$ cat src/rtl/dlreq_pkg.sv
package dlreq_pkg;
  localparam logic [1:0] REG_KEY  = 2'd0;
  localparam logic [1:0] REG_SEL  = 2'd1;
  localparam logic [1:0] REG_CTRL = 2'd2;
  localparam logic [1:0] REG_DEST = 2'd3;

  localparam logic [7:0] KEY_MAGIC = 8'hA5;

  localparam int RES_SEL_BIT  = 0;
  localparam int RES_ADDR_BIT = 1;

  typedef enum logic [2:0] {
    ST_IDLE,
    ST_CHECK,
    ST_FETCH,
    ST_STORE,
    ST_RESULT
  } cp_state_e;
endpackage

$ cat src/rtl/dlreq_regs.sv
module dlreq_regs
  import dlreq_pkg::*;
#(
  parameter int N_ROUT = 2,
  parameter int RAM_AW = 8
) (
  input  logic              clk,
  input  logic              rst_n,
  input  logic              wr_en,
  input  logic [1:0]        addr,
  input  logic [7:0]        wdata,
  input  logic              busy,
  input  logic              done,
  output logic [N_ROUT-1:0] sel_q,
  output logic [RAM_AW-1:0] dest_q,
  output logic              start,
  output logic [7:0]        rdata
);
  logic [7:0]        key_q, key_d;
  logic [N_ROUT-1:0] sel_d;
  logic [RAM_AW-1:0] dest_d;
  logic              req_q, req_d;
  logic              wr_ok;

  assign wr_ok = wr_en && !busy;
  assign start = wr_ok && (addr == REG_CTRL) && wdata[0] && (key_q == KEY_MAGIC);

  always_comb begin
    key_d  = key_q;
    sel_d  = sel_q;
    dest_d = dest_q;
    req_d  = req_q;
    if (wr_ok && addr == REG_KEY)  key_d  = wdata;
    if (wr_ok && addr == REG_SEL)  sel_d  = wdata[N_ROUT-1:0];
    if (wr_ok && addr == REG_DEST) dest_d = wdata[RAM_AW-1:0];
    if (start) req_d = 1'b1;
    if (done) begin
      sel_d = '0;
      req_d = 1'b0;
    end
  end

  always_ff @(posedge clk or negedge rst_n) begin
    if (!rst_n) begin
      key_q  <= '0;
      sel_q  <= '0;
      dest_q <= '0;
      req_q  <= 1'b0;
    end else begin
      key_q  <= key_d;
      sel_q  <= sel_d;
      dest_q <= dest_d;
      req_q  <= req_d;
    end
  end

  always_comb begin
    rdata = '0;
    case (addr)
      REG_KEY:  rdata = key_q;
      REG_SEL:  rdata[N_ROUT-1:0] = sel_q;
      REG_CTRL: rdata[0] = req_q;
      default:  rdata[RAM_AW-1:0] = dest_q;
    endcase
  end


  req_key_chk: assert property (@(posedge clk) disable iff (!rst_n)
    $rose(req_q) |-> ($past(key_q) == KEY_MAGIC));


  busy_freeze_chk: assert property (@(posedge clk) disable iff (!rst_n)
    (busy && $past(busy)) |-> ($stable(key_q) && $stable(dest_q) && $stable(sel_q)));


  clear_on_done_chk: assert property (@(posedge clk) disable iff (!rst_n)
    done |=> (sel_q == '0 && !req_q));
endmodule

$ cat src/rtl/dlreq_copy_fsm.sv
module dlreq_copy_fsm
  import dlreq_pkg::*;
#(
  parameter int N_ROUT   = 2,
  parameter int IMG_LEN  = 16,
  parameter int RAM_AW   = 8,
  parameter int ROM_AW   = 5,
  parameter int WIN_BASE = 32,
  parameter int WIN_TOP  = 223
) (
  input  logic              clk,
  input  logic              rst_n,
  input  logic              start,
  input  logic [N_ROUT-1:0] sel,
  input  logic [RAM_AW-1:0] dest,
  output logic              busy,
  output logic              done,
  output logic [ROM_AW-1:0] rom_addr,
  input  logic [7:0]        rom_rdata,
  output logic              ram_we,
  output logic [RAM_AW-1:0] ram_addr,
  output logic [7:0]        ram_wdata
);
  localparam int CNT_W    = (IMG_LEN > 1) ? $clog2(IMG_LEN) : 1;
  localparam int ROUT_W   = (N_ROUT > 1) ? $clog2(N_ROUT) : 1;
  localparam int MAX_DEST = WIN_TOP - IMG_LEN;
  localparam logic [CNT_W-1:0]  CNT_LAST = CNT_W'(IMG_LEN - 1);
  localparam logic [ROM_AW-1:0] LEN_W    = ROM_AW'(IMG_LEN);

  cp_state_e         state_q, state_d;
  logic [CNT_W-1:0]  cnt_q, cnt_d;
  logic [ROUT_W-1:0] idx_q, idx_d, idx_sel;
  logic [7:0]        res_q, res_d;
  int                n_sel;
  logic              sel_err, addr_err;

  always_comb begin
    n_sel   = 0;
    idx_sel = '0;
    for (int i = 0; i < N_ROUT; i++) begin
      if (sel[i]) begin
        n_sel   = n_sel + 1;
        idx_sel = ROUT_W'(i);
      end
    end
  end

  assign sel_err  = (n_sel != 1);
  assign addr_err = (int'(dest) < WIN_BASE) || (int'(dest) > MAX_DEST);

  always_comb begin
    state_d = state_q;
    cnt_d   = cnt_q;
    idx_d   = idx_q;
    res_d   = res_q;
    case (state_q)
      ST_IDLE: if (start) state_d = ST_CHECK;
      ST_CHECK: begin
        res_d = '0;
        res_d[RES_SEL_BIT]  = sel_err;
        res_d[RES_ADDR_BIT] = addr_err;
        idx_d = idx_sel;
        cnt_d = '0;
        state_d = (sel_err || addr_err) ? ST_RESULT : ST_FETCH;
      end
      ST_FETCH: state_d = ST_STORE;
      ST_STORE: begin
        if (cnt_q == CNT_LAST) begin
          state_d = ST_RESULT;
        end else begin
          cnt_d   = cnt_q + 1'b1;
          state_d = ST_FETCH;
        end
      end
      default: state_d = ST_IDLE;
    endcase
  end

  always_ff @(posedge clk or negedge rst_n) begin
    if (!rst_n) begin
      state_q <= ST_IDLE;
      cnt_q   <= '0;
      idx_q   <= '0;
      res_q   <= '0;
    end else begin
      state_q <= state_d;
      cnt_q   <= cnt_d;
      idx_q   <= idx_d;
      res_q   <= res_d;
    end
  end

  assign busy     = (state_q != ST_IDLE);
  assign done     = (state_q == ST_RESULT);
  assign rom_addr = ROM_AW'(idx_q) * LEN_W + ROM_AW'(cnt_q);

  always_comb begin
    ram_we    = 1'b0;
    ram_addr  = dest;
    ram_wdata = '0;
    if (state_q == ST_STORE) begin
      ram_we    = 1'b1;
      ram_addr  = dest + RAM_AW'(1) + RAM_AW'(cnt_q);
      ram_wdata = rom_rdata;
    end else if (state_q == ST_RESULT) begin
      ram_we    = 1'b1;
      ram_wdata = res_q;
    end
  end


  store_legal_chk: assert property (@(posedge clk) disable iff (!rst_n)
    (ram_we && state_q == ST_STORE) |->
      ($countones(sel) == 1 && int'(dest) >= WIN_BASE && int'(dest) <= MAX_DEST));


  start_busy_chk: assert property (@(posedge clk) disable iff (!rst_n)
    start |=> busy);


  busy_end_chk: assert property (@(posedge clk) disable iff (!rst_n)
    $fell(busy) |-> ($past(ram_we) && $past(ram_addr) == dest));
endmodule

$ cat src/rtl/dlreq_irq_hold.sv
module dlreq_irq_hold (
  input  logic clk,
  input  logic rst_n,
  input  logic busy,
  input  logic irq_in,
  output logic irq_out
);
  logic hold_q, hold_d;

  always_comb begin
    hold_d = hold_q;
    if (busy && irq_in) hold_d = 1'b1;
    else if (!busy)     hold_d = 1'b0;
  end

  always_ff @(posedge clk or negedge rst_n) begin
    if (!rst_n) hold_q <= 1'b0;
    else        hold_q <= hold_d;
  end

  assign irq_out = !busy && (irq_in || hold_q);


  irq_masked_chk: assert property (@(posedge clk) disable iff (!rst_n)
    busy |-> !irq_out);


  irq_release_chk: assert property (@(posedge clk) disable iff (!rst_n)
    ($fell(busy) && $past(irq_in)) |-> irq_out);
endmodule

$ cat src/rtl/dlreq_ctrl.sv
module dlreq_ctrl #(
  parameter int N_ROUT   = 2,
  parameter int IMG_LEN  = 16,
  parameter int RAM_AW   = 8,
  parameter int ROM_AW   = $clog2(N_ROUT * IMG_LEN),
  parameter int WIN_BASE = 32,
  parameter int WIN_TOP  = 223
) (
  input  logic              clk,
  input  logic              rst_n,
  input  logic              bus_wr_en,
  input  logic [1:0]        bus_addr,
  input  logic [7:0]        bus_wdata,
  output logic [7:0]        bus_rdata,
  output logic [ROM_AW-1:0] rom_addr,
  input  logic [7:0]        rom_rdata,
  output logic              ram_we,
  output logic [RAM_AW-1:0] ram_addr,
  output logic [7:0]        ram_wdata,
  input  logic              irq_in,
  output logic              irq_out,
  output logic              busy
);
  logic [1:0]        rst_sync_q;
  logic              rst_n_int;
  logic [N_ROUT-1:0] sel;
  logic [RAM_AW-1:0] dest;
  logic              start;
  logic              done;

  always_ff @(posedge clk or negedge rst_n) begin
    if (!rst_n) rst_sync_q <= 2'b00;
    else        rst_sync_q <= {rst_sync_q[0], 1'b1};
  end
  assign rst_n_int = rst_sync_q[1];

  dlreq_regs #(.N_ROUT(N_ROUT), .RAM_AW(RAM_AW)) u_regs (
    .clk    (clk),
    .rst_n  (rst_n_int),
    .wr_en  (bus_wr_en),
    .addr   (bus_addr),
    .wdata  (bus_wdata),
    .busy   (busy),
    .done   (done),
    .sel_q  (sel),
    .dest_q (dest),
    .start  (start),
    .rdata  (bus_rdata)
  );

  dlreq_copy_fsm #(
    .N_ROUT(N_ROUT), .IMG_LEN(IMG_LEN), .RAM_AW(RAM_AW),
    .ROM_AW(ROM_AW), .WIN_BASE(WIN_BASE), .WIN_TOP(WIN_TOP)
  ) u_copy (
    .clk       (clk),
    .rst_n     (rst_n_int),
    .start     (start),
    .sel       (sel),
    .dest      (dest),
    .busy      (busy),
    .done      (done),
    .rom_addr  (rom_addr),
    .rom_rdata (rom_rdata),
    .ram_we    (ram_we),
    .ram_addr  (ram_addr),
    .ram_wdata (ram_wdata)
  );

  dlreq_irq_hold u_irq (
    .clk     (clk),
    .rst_n   (rst_n_int),
    .busy    (busy),
    .irq_in  (irq_in),
    .irq_out (irq_out)
  );
endmodule

$ cat config.mk
export PLATFORM = sky130hd
export DESIGN_NAME = dlreq_ctrl
export DESIGN_NICKNAME = d
export VERILOG_FILES = /design/src/rtl/dlreq_pkg.sv /design/src/rtl/dlreq_regs.sv /design/src/rtl/dlreq_copy_fsm.sv /design/src/rtl/dlreq_irq_hold.sv /design/src/rtl/dlreq_ctrl.sv
export SDC_FILE = /design/constraint.sdc
export NUM_CORES = 1
export LEC_CHECK = 0
export BUFFER_PORTS_ARGS = -buffer_cell sky130_fd_sc_hd__buf_2
export CAP_MARGIN = 10
export CORE_UTILIZATION = 51
export DETAILED_ROUTE_END_ITERATION = 7
export PLACE_DENSITY = 0.9
export SYNTH_ARGS = -nofsm -noshare
export SYNTH_HDL_FRONTEND = slang
export SYNTH_SLANG_ARGS = --single-unit
$ cat constraint.sdc
create_clock -name clk -period 2.7 [get_ports clk]
set_clock_uncertainty 0.15 [all_clocks]
set_input_delay 0.27 -clock clk [delete_from_list [all_inputs] [get_ports clk]]
set_output_delay 0.27 -clock clk [all_outputs]
set_load 0.03 [all_outputs]
==> metrics.yaml, run 1 <==
logic_synthesis:
  ys_types: 43
  synth-compound-area-share: 0.117
  ys_top_cells_by_area: "dfrtp_1 (44%), mux2_2 (6.2%), mux2_4 (4.9%)"
  synth_top_area_cell: "dfrtp_1"
  synth_top_area_share: 0.439
  netlist_instances: 171
  synthSimpleGateAreaFrac: 0.182
  synth_mux_area_frac: 0.146
  yosysWarnings: 0
  syn_nets: 199
  synth_edf_count: 0
  yosys-top-cells-count: "dfrtp_1 (32), nand2_1 (16), nor2_1 (12)"
  synth_xor_area_frac: 0.0288
  ys.flop_type: "dfrtp_1"
  synth_most_common_cell: "dfrtp_1"
  syn_area_per_cell_um2: 10.7
  ys_seq_area_frac: 0.439
  synth-async-reset-ratio: 1.00
  synthesis.area_um2: 1820
  synth-seq-cells: 32
  synth_fa_ha_area_frac: 0.0453
  synth_top_family_by_area: "simple AND/OR/NAND/NOR gates"
sta:
  finalMaxSlewViolations: 0
  rsz0062_at_grt: "no"
  hold_viol_final: 0
  worst_pin_slew_ps: 609
  fin_hold_ws_ps: 19.8
  worst_slack_ps: 114
  setup-tns-final_ps: 0
  clock.fmax_ghz: 0.387
  relSlewSlack: 0.593
  finalCritPeriodShare: 0.958
  final-setup-viol-count: 0
  min_period_ps: 2590
place:
  place_hpwl_um: 2870
  place_area_um2: 2100
  dp_slack_ps: 381
  io_buffers: 53
  place_congestion: 0.787
pwr:
  total_leakage_power_nw: 1.10
  peakVddDrop_mv: 0.524
  p_per_area_nw_per_um2: 1120
cells_and_area:
  fillers: 277
  regArea_um2: 801
  multi_input_area_um2: 953
  areaGrowthSynthToFinish_pct: 19.9
  drive_gt1_frac: 0.370
  nets: 254
  postLayoutCellArea_um2: 2190
  diodes: 0
detailed_routing:
  antenna_left: 0
  wl_per_cell_um: 14.0
  viasPerCell: 5.36
  drt-initial-drc-count: 66
  drcViolationCount: 0
  vias: 1462
  first_pass_iters: 4
  wl_um: 3830
critical_path:
  crit_family: "adder cells"
  slowest_delay_ps: 390
  start_kind: "register"
  crit_path_end_kind: "output pin"
  crit_buf_inv: 2
  cp.depth: 8
  reg2reg_slack_ps: 890
  regToRegStartpoint: "u_copy.state_q[1]$_DFFE_PN0P_"
  crit_type: "register to output pin"
  worst_path_max_delay_cell: "fa_1"
  r2r_end: "u_regs.dest_q[2]$_DFFE_PN0P_"
  required_ps: 2280
  critical_path.cell_chain: "inv_1 > ha_1 > fa_1 > nand2b_1 > a21oi_2 > nand4_1 > xnor2_1 > clkbuf_4"
  r2r_cells: 3
  cp.arrival_ps: 2170
  cp_max_fo: 2
global_routing:
  grt_usage: 0.215
  grt_first_pass_wirelength_um: 5730
  grt_pass1_vias: 1248
  antenna_found_initial: 0
  grt_max_degree: 31
  grt_overflow: 0
cts:
  h-tree-depth: 2
  clk-insertion-delay-late_ps: 330
  path_clk_slew_ps: 100
  cts_tree: "built"
  cts_root_buf: "clkbuf_4"
  cts_made_buffers: 5
  cts_num_sinks: 32
  cts_buffer_depth: 2
floorplan:
  core_um2: 3390
  die-area_um2: 3820
  die_w_um: 61.8
  start_util: 0.538
  row_count: 21
  dieHeight_um: 61.8
  io_pins: 54
worst_hold_path:
  hp-start: "irq_in"
  worstHoldEndpoint: "u_irq.hold_q$_DFFE_PN0P_"
  hp-class: "primary input to register"
  hold_depth: 2
job:
  maxCapViolCount: 0
run_status:
  status: "complete, no violations"
==> worst max path at each step <==
stage / end / slack (ps) / start
floorplan: ram_addr[6] / 90 / u_copy.cnt_q[0]$_DFFE_PN0P_
global placement: ram_addr[6] / 420 / u_copy.cnt_q[0]$_DFFE_PN0P_
detailed placement: ram_addr[6] / 380 / u_copy.cnt_q[0]$_DFFE_PN0P_
CTS: ram_addr[6] / 40 / u_regs.dest_q[0]$_DFFE_PN0P_
global route: ram_addr[6] / 5 / u_regs.dest_q[0]$_DFFE_PN0P_
finish: ram_addr[6] / 110 / u_regs.dest_q[0]$_DFFE_PN0P_
==> power breakdown <==
group | internal (mW) | switching, mW | total [mW]
logic | 0.529 | 0.749 | 1.28
clock network | 0.128 | 0.156 | 0.284
registers | 0.674 | 0.222 | 0.896
total | 1.33 | 1.13 | 2.46
==> per-layer routing <==
layer / wire (um) / vias to the layer above / global-route usage
met3: 237 / 6 / 0.0704
li1: - / 711 / -
met4: 57 / 0 / 0.0857
met5: 0 / - / 0
met2: 1880 / 55 / 0.338
met1: 1650 / 690 / 0.277
==> registers in the layout, indices dropped and copies added (netlist names) <==
register,count
u_regs.sel_q,2
u_copy.idx_q,1
u_regs.dest_q,8
u_irq.hold_q,1
u_regs.req_q,1
u_regs.key_q,8
u_copy.res_q,2
rst_sync_q,2
u_copy.state_q,3
u_copy.cnt_q,4
==> layout by cell type (no fill, tap or decap), types with 3 or more instances in the layout <==
| cell | synthesis | final |
|---|---|---|
| buf_2 | 2 | 52 |
| dfrtp_1 | 32 | 32 |
| nand2_1 | 16 | 16 |
| nor2_1 | 12 | 12 |
| o21ai_0 | 11 | 11 |
| mux2_2 | 10 | 10 |
| a22o_1 | 9 | 9 |
| and2_1 | 7 | 7 |
| mux2_4 | 6 | 6 |
| clkbuf_4 | 0 | 6 |
| ha_1 | 5 | 5 |
| inv_1 | 4 | 4 |
| xnor2_1 | 4 | 4 |
| a21oi_1 | 5 | 4 |
| nand3_1 | 4 | 4 |
| mux2i_1 | 4 | 4 |
| nand2b_1 | 3 | 3 |
| buf_4 | 1 | 3 |
==> area by class of cell <==
type                            count  area share
Multi-Input combinational cell    126       0.436
Tap cell                           46      0.0263
Timing Repair Buffer               57       0.137
Sequential cell                    32       0.366
Inverter                            4     0.00687
Clock buffer                        8      0.0269
==> logic make-up (layout without fill, tap and decap cells) <==
logic type,after synthesis,after routing
xor gates and xnor gates,6,6
buffers and inverters,13,69
AOI/OAI and AO/OA,32,32
and+or+nand+nor,60,60
other,1,1
muxes,21,21
adders and majority gates,6,6
DFF,32,32
==> metrics by stage <==
step                      cells   util  power (mW)
final                       273  0.645        2.46
after global routing        273  0.645        2.65
after CTS                   272  0.641        2.45
after detailed placement    262  0.618        2.16
after global placement      262  0.618        2.12
after floorplan             171      -        1.86
==> timing repair <==
action / in CTS / in global routing
endpoints found under the hold margin: 2 / 0
cloned: 0 / 0
resized for setup: 0 / 2
setup endpoints to repair: 1 / 2
setup buffers: 1 / 1
hold buffers: 1 / 0
Power figures use the tool's default switching activity.
==> run 2, diff against run 1 <==
CAP_MARGIN = 40   (was 10)
CORE_MARGIN = 2   (was unset)
SYNTH_HIERARCHICAL = 1   (was unset)
==> metrics.yaml, run 2 <==
place:
  io_buffers: 53  # unchanged
  dp.cells: 263  # +0.38%
  place_congestion: 0.822  # +4.5%
  place_area_um2: 2140  # +2.1%
  place_hpwl_um: 3060  # +6.8%
critical_path:
  slowest_delay_ps: 380  # about the same
  reg2reg_slack_ps: 450  # -440 ps
  regToRegStartpoint: "u_copy/state_q[2]$_DFFE_PN0P_"
  start_kind: "register"
  required_ps: 2280  # about the same
  critical_path.cell_chain: "inv_1 > ha_1 > fa_2 > nand2b_1 > a21oi_2 > nand4_1 > xnor2_1 > buf_4"
  crit_path_end_kind: "output pin"
  crit_type: "register to output pin"
  r2r_cells: 3  # unchanged
  crit_buf_inv: 2  # unchanged
  crit_family: "adder cells"
  worst_path_max_delay_cell: "dfrtp_1"
  cp_max_fo: 3  # +1
  r2r_end: "u_regs/dest_q[4]$_DFFE_PN0P_"
  cp.arrival_ps: 2120  # -50 ps
sta:
  rsz0062_at_grt: "yes"
  final-setup-viol-count: 0  # unchanged
  min_period_ps: 2540  # -49.0 ps
  fin_hold_ws_ps: 18.3  # -1.58 ps
  finalMaxSlewViolations: 0  # unchanged
  relSlewSlack: 0.580  # -0.0133
  finalCritPeriodShare: 0.939  # -0.0181
  clock.fmax_ghz: 0.394  # +1.9%
  worst_pin_slew_ps: 628  # +18.7 ps
  hold_viol_final: 0  # unchanged
  setup-tns-final_ps: 0  # unchanged
detailed_routing:
  vias: 1560  # +6.7%
  first_pass_iters: 4  # unchanged
  antenna_left: 0  # unchanged
  drcViolationCount: 0  # unchanged
  wl_um: 4270  # +11%
  wl_per_cell_um: 15.6  # +11%
  drt-initial-drc-count: 81  # +23%
  viasPerCell: 5.69  # +6.3%
cts:
  cts_num_sinks: 32  # unchanged
  cts_buffer_depth: 2  # unchanged
  h-tree-depth: 2  # unchanged
  cts_made_buffers: 5  # unchanged
  cts_root_buf: "clkbuf_4"
  path_clk_slew_ps: 100  # about the same
  clk-insertion-delay-late_ps: 340  # about the same
  cts_tree: "built"
worst_hold_path:
  hp-start: "irq_in"
  hp-class: "primary input to register"
  hold_depth: 2  # unchanged
  worstHoldEndpoint: "u_irq/hold_q$_DFFE_PN0P_"
cells_and_area:
  layout_common_cells: "buf_2 (52), dfrtp_1 (32), mux2_2 (17)"
  largest_registers: "u_regs/dest_q x8, u_regs/key_q x8, u_copy/cnt_q x4"
  diodes: 0  # unchanged
  nets: 255  # +0.39%
  drive_gt1_frac: 0.386  # +0.0159
  layout_commonest_cell: "buf_2"
  layout.cells.non_filler: 274  # +0.37%
  areaGrowthSynthToFinish_pct: 20.6
  postLayoutCellArea_um2: 2240  # +2.3%
floorplan:
  core_um2: 3420  # +0.78%
  start_util: 0.543  # +0.00502
  dieHeight_um: 64.3  # +4.1%
  die_w_um: 64.3  # +4.1%
  row_count: 21  # unchanged
  die-area_um2: 4130  # +8.3%
  io_pins: 54  # unchanged
logic_synthesis:
  synth_most_common_cell: "dfrtp_1"
  yosysWarnings: 6  # +6
  ys_seq_area_frac: 0.432  # -0.00741
  synth_top_area_share: 0.432  # -0.00741
  ys_types: 47  # +9.3%
  synth_top_area_cell: "dfrtp_1"
  synthesis.area_um2: 1850  # +1.7%
  ys.flop_type: "dfrtp_1"
  synth-seq-cells: 32  # unchanged
  yosys-top-cells-count: "dfrtp_1 (32), mux2_2 (17), nand2_1 (14)"
  synth_edf_count: 0  # unchanged
  ys_top_cells_by_area: "dfrtp_1 (43%), mux2_2 (10%), a22o_1 (4.3%)"
  synth-async-reset-ratio: 1.00  # unchanged
  syn_nets: 198  # -0.50%
  syn_area_per_cell_um2: 10.9  # +2.3%
  netlist_instances: 170  # -0.58%
global_routing:
  grt_usage: 0.221  # +0.00606
  grt_first_pass_wirelength_um: 6840  # +19%
  grt_pass1_vias: 1453  # +16%
  antenna_found_initial: 0  # unchanged
  grt_overflow: 0  # unchanged
  grt_max_degree: 31  # unchanged
pwr:
  clock_power_share: 0.111  # -0.005
  p_seq_frac: 0.354  # -0.010
  swShare: 0.468  # +0.00985
  pwr-share-comb: 0.535  # +0.015
  internal_power_mw: 1.39  # +4.5%
  p_per_area_nw_per_um2: 1170  # +4.0%
  total_leakage_power_nw: 1.09  # -0.89%
  switchingPower_mw: 1.23  # +8.7%
  peakVddDrop_mv: 0.631  # +21%
job:
  maxCapViolCount: 0  # unchanged
run_status:
  status: "complete, no violations"
[run 2: changes by cell type in the layout (fill, tap and decap cells not counted), sizes merged, moves of 3 or more]
cell,change
nand2,-3
nor2,-3
o21ai,-4
nand2b,+5
[run 2: per-layer routing]
layer | track usage | share of wire | routed length, um
met5 | 0 | 0 | 0
met2 | 0.371 | 0.48 | 2040
met3 | 0.0581 | 0.071 | 302
met1 | 0.269 | 0.43 | 1840
met4 | 0.0931 | 0.019 | 82
[run 2: final cells by class]
cell class / instances / area (um2)
clock buffers: 8 / 58.8
flip-flops and latches: 32 / 801
multi-input cells: 126 / 997
fillers: 296 / 1180
inverters: 4 / 15.0
well taps: 46 / 57.6
repair buffers: 58 / 308
[run 2: power groups by stage]
| stage | logic (mW) | registers, mW | clock network (mW) |
|---|---|---|---|
| after floorplan | 1.05 | 0.874 | 0 |
| after global placement | 1.32 | 0.918 | 0 |
| after detailed placement | 1.35 | 0.936 | 0 |
| after CTS | 1.37 | 0.925 | 0.299 |
| after global routing | 1.52 | 0.957 | 0.324 |
| final | 1.40 | 0.927 | 0.290 |
[run 2: worst register-to-register path, delay by kind of cell (launching register included)]
| family | cells | cell delay, ps |
|---|---|---|
| flip-flops | 1 | 460 |
| AND/OR/NAND/NOR | 2 | 1090 |
| multiplexers | 1 | 450 |
[run 2: kinds of logic after synthesis]
logic type,Yosys count,synth area share
flops,32,0.432
fa+ha+maj,6,0.0445
buf+inv,12,0.0358
simple gates,59,0.194
other cells,1,0.00202
mux,21,0.132
compound gates,32,0.127
xor+xnor,7,0.0331
[run 2: worst max-delay path by stage]
stage               slack, ps                    startpoint  cells after the start     endpoint
finish                    160  u_regs/dest_q[0]$_DFFE_PN0P_                      8  ram_addr[6]
global route               -4   u_copy/cnt_q[0]$_DFFE_PN0P_                      8  ram_addr[6]
CTS                        50  u_regs/dest_q[0]$_DFFE_PN0P_                      8  ram_addr[6]
detailed placement        350   u_copy/cnt_q[0]$_DFFE_PN0P_                      8  ram_addr[6]
global placement          420   u_copy/cnt_q[0]$_DFFE_PN0P_                      8  ram_addr[6]
floorplan                  80   u_copy/cnt_q[0]$_DFFE_PN0P_                      7  ram_addr[6]
[run 2: repair_timing]
item | 4_1_cts | 5_1_grt
hold buffers | 1 | 0
gates cloned | 0 | 0
gates resized for setup | 1 | 3
pin swaps | 0 | 1
setup buffers | 1 | 1
endpoints found under the hold margin | 2 | 0
setup endpoints to repair | 1 | 3
[run 2: stage by stage]
step | setup WS, ps | utilization | power [mW]
global placement | 418 | 0.627 | 2.24
CTS | 53.0 | 0.650 | 2.60
global route | -4.35 | 0.655 | 2.80
detailed placement | 353 | 0.627 | 2.28
floorplan | 84.1 | - | 1.92
finish | 163 | 0.655 | 2.62
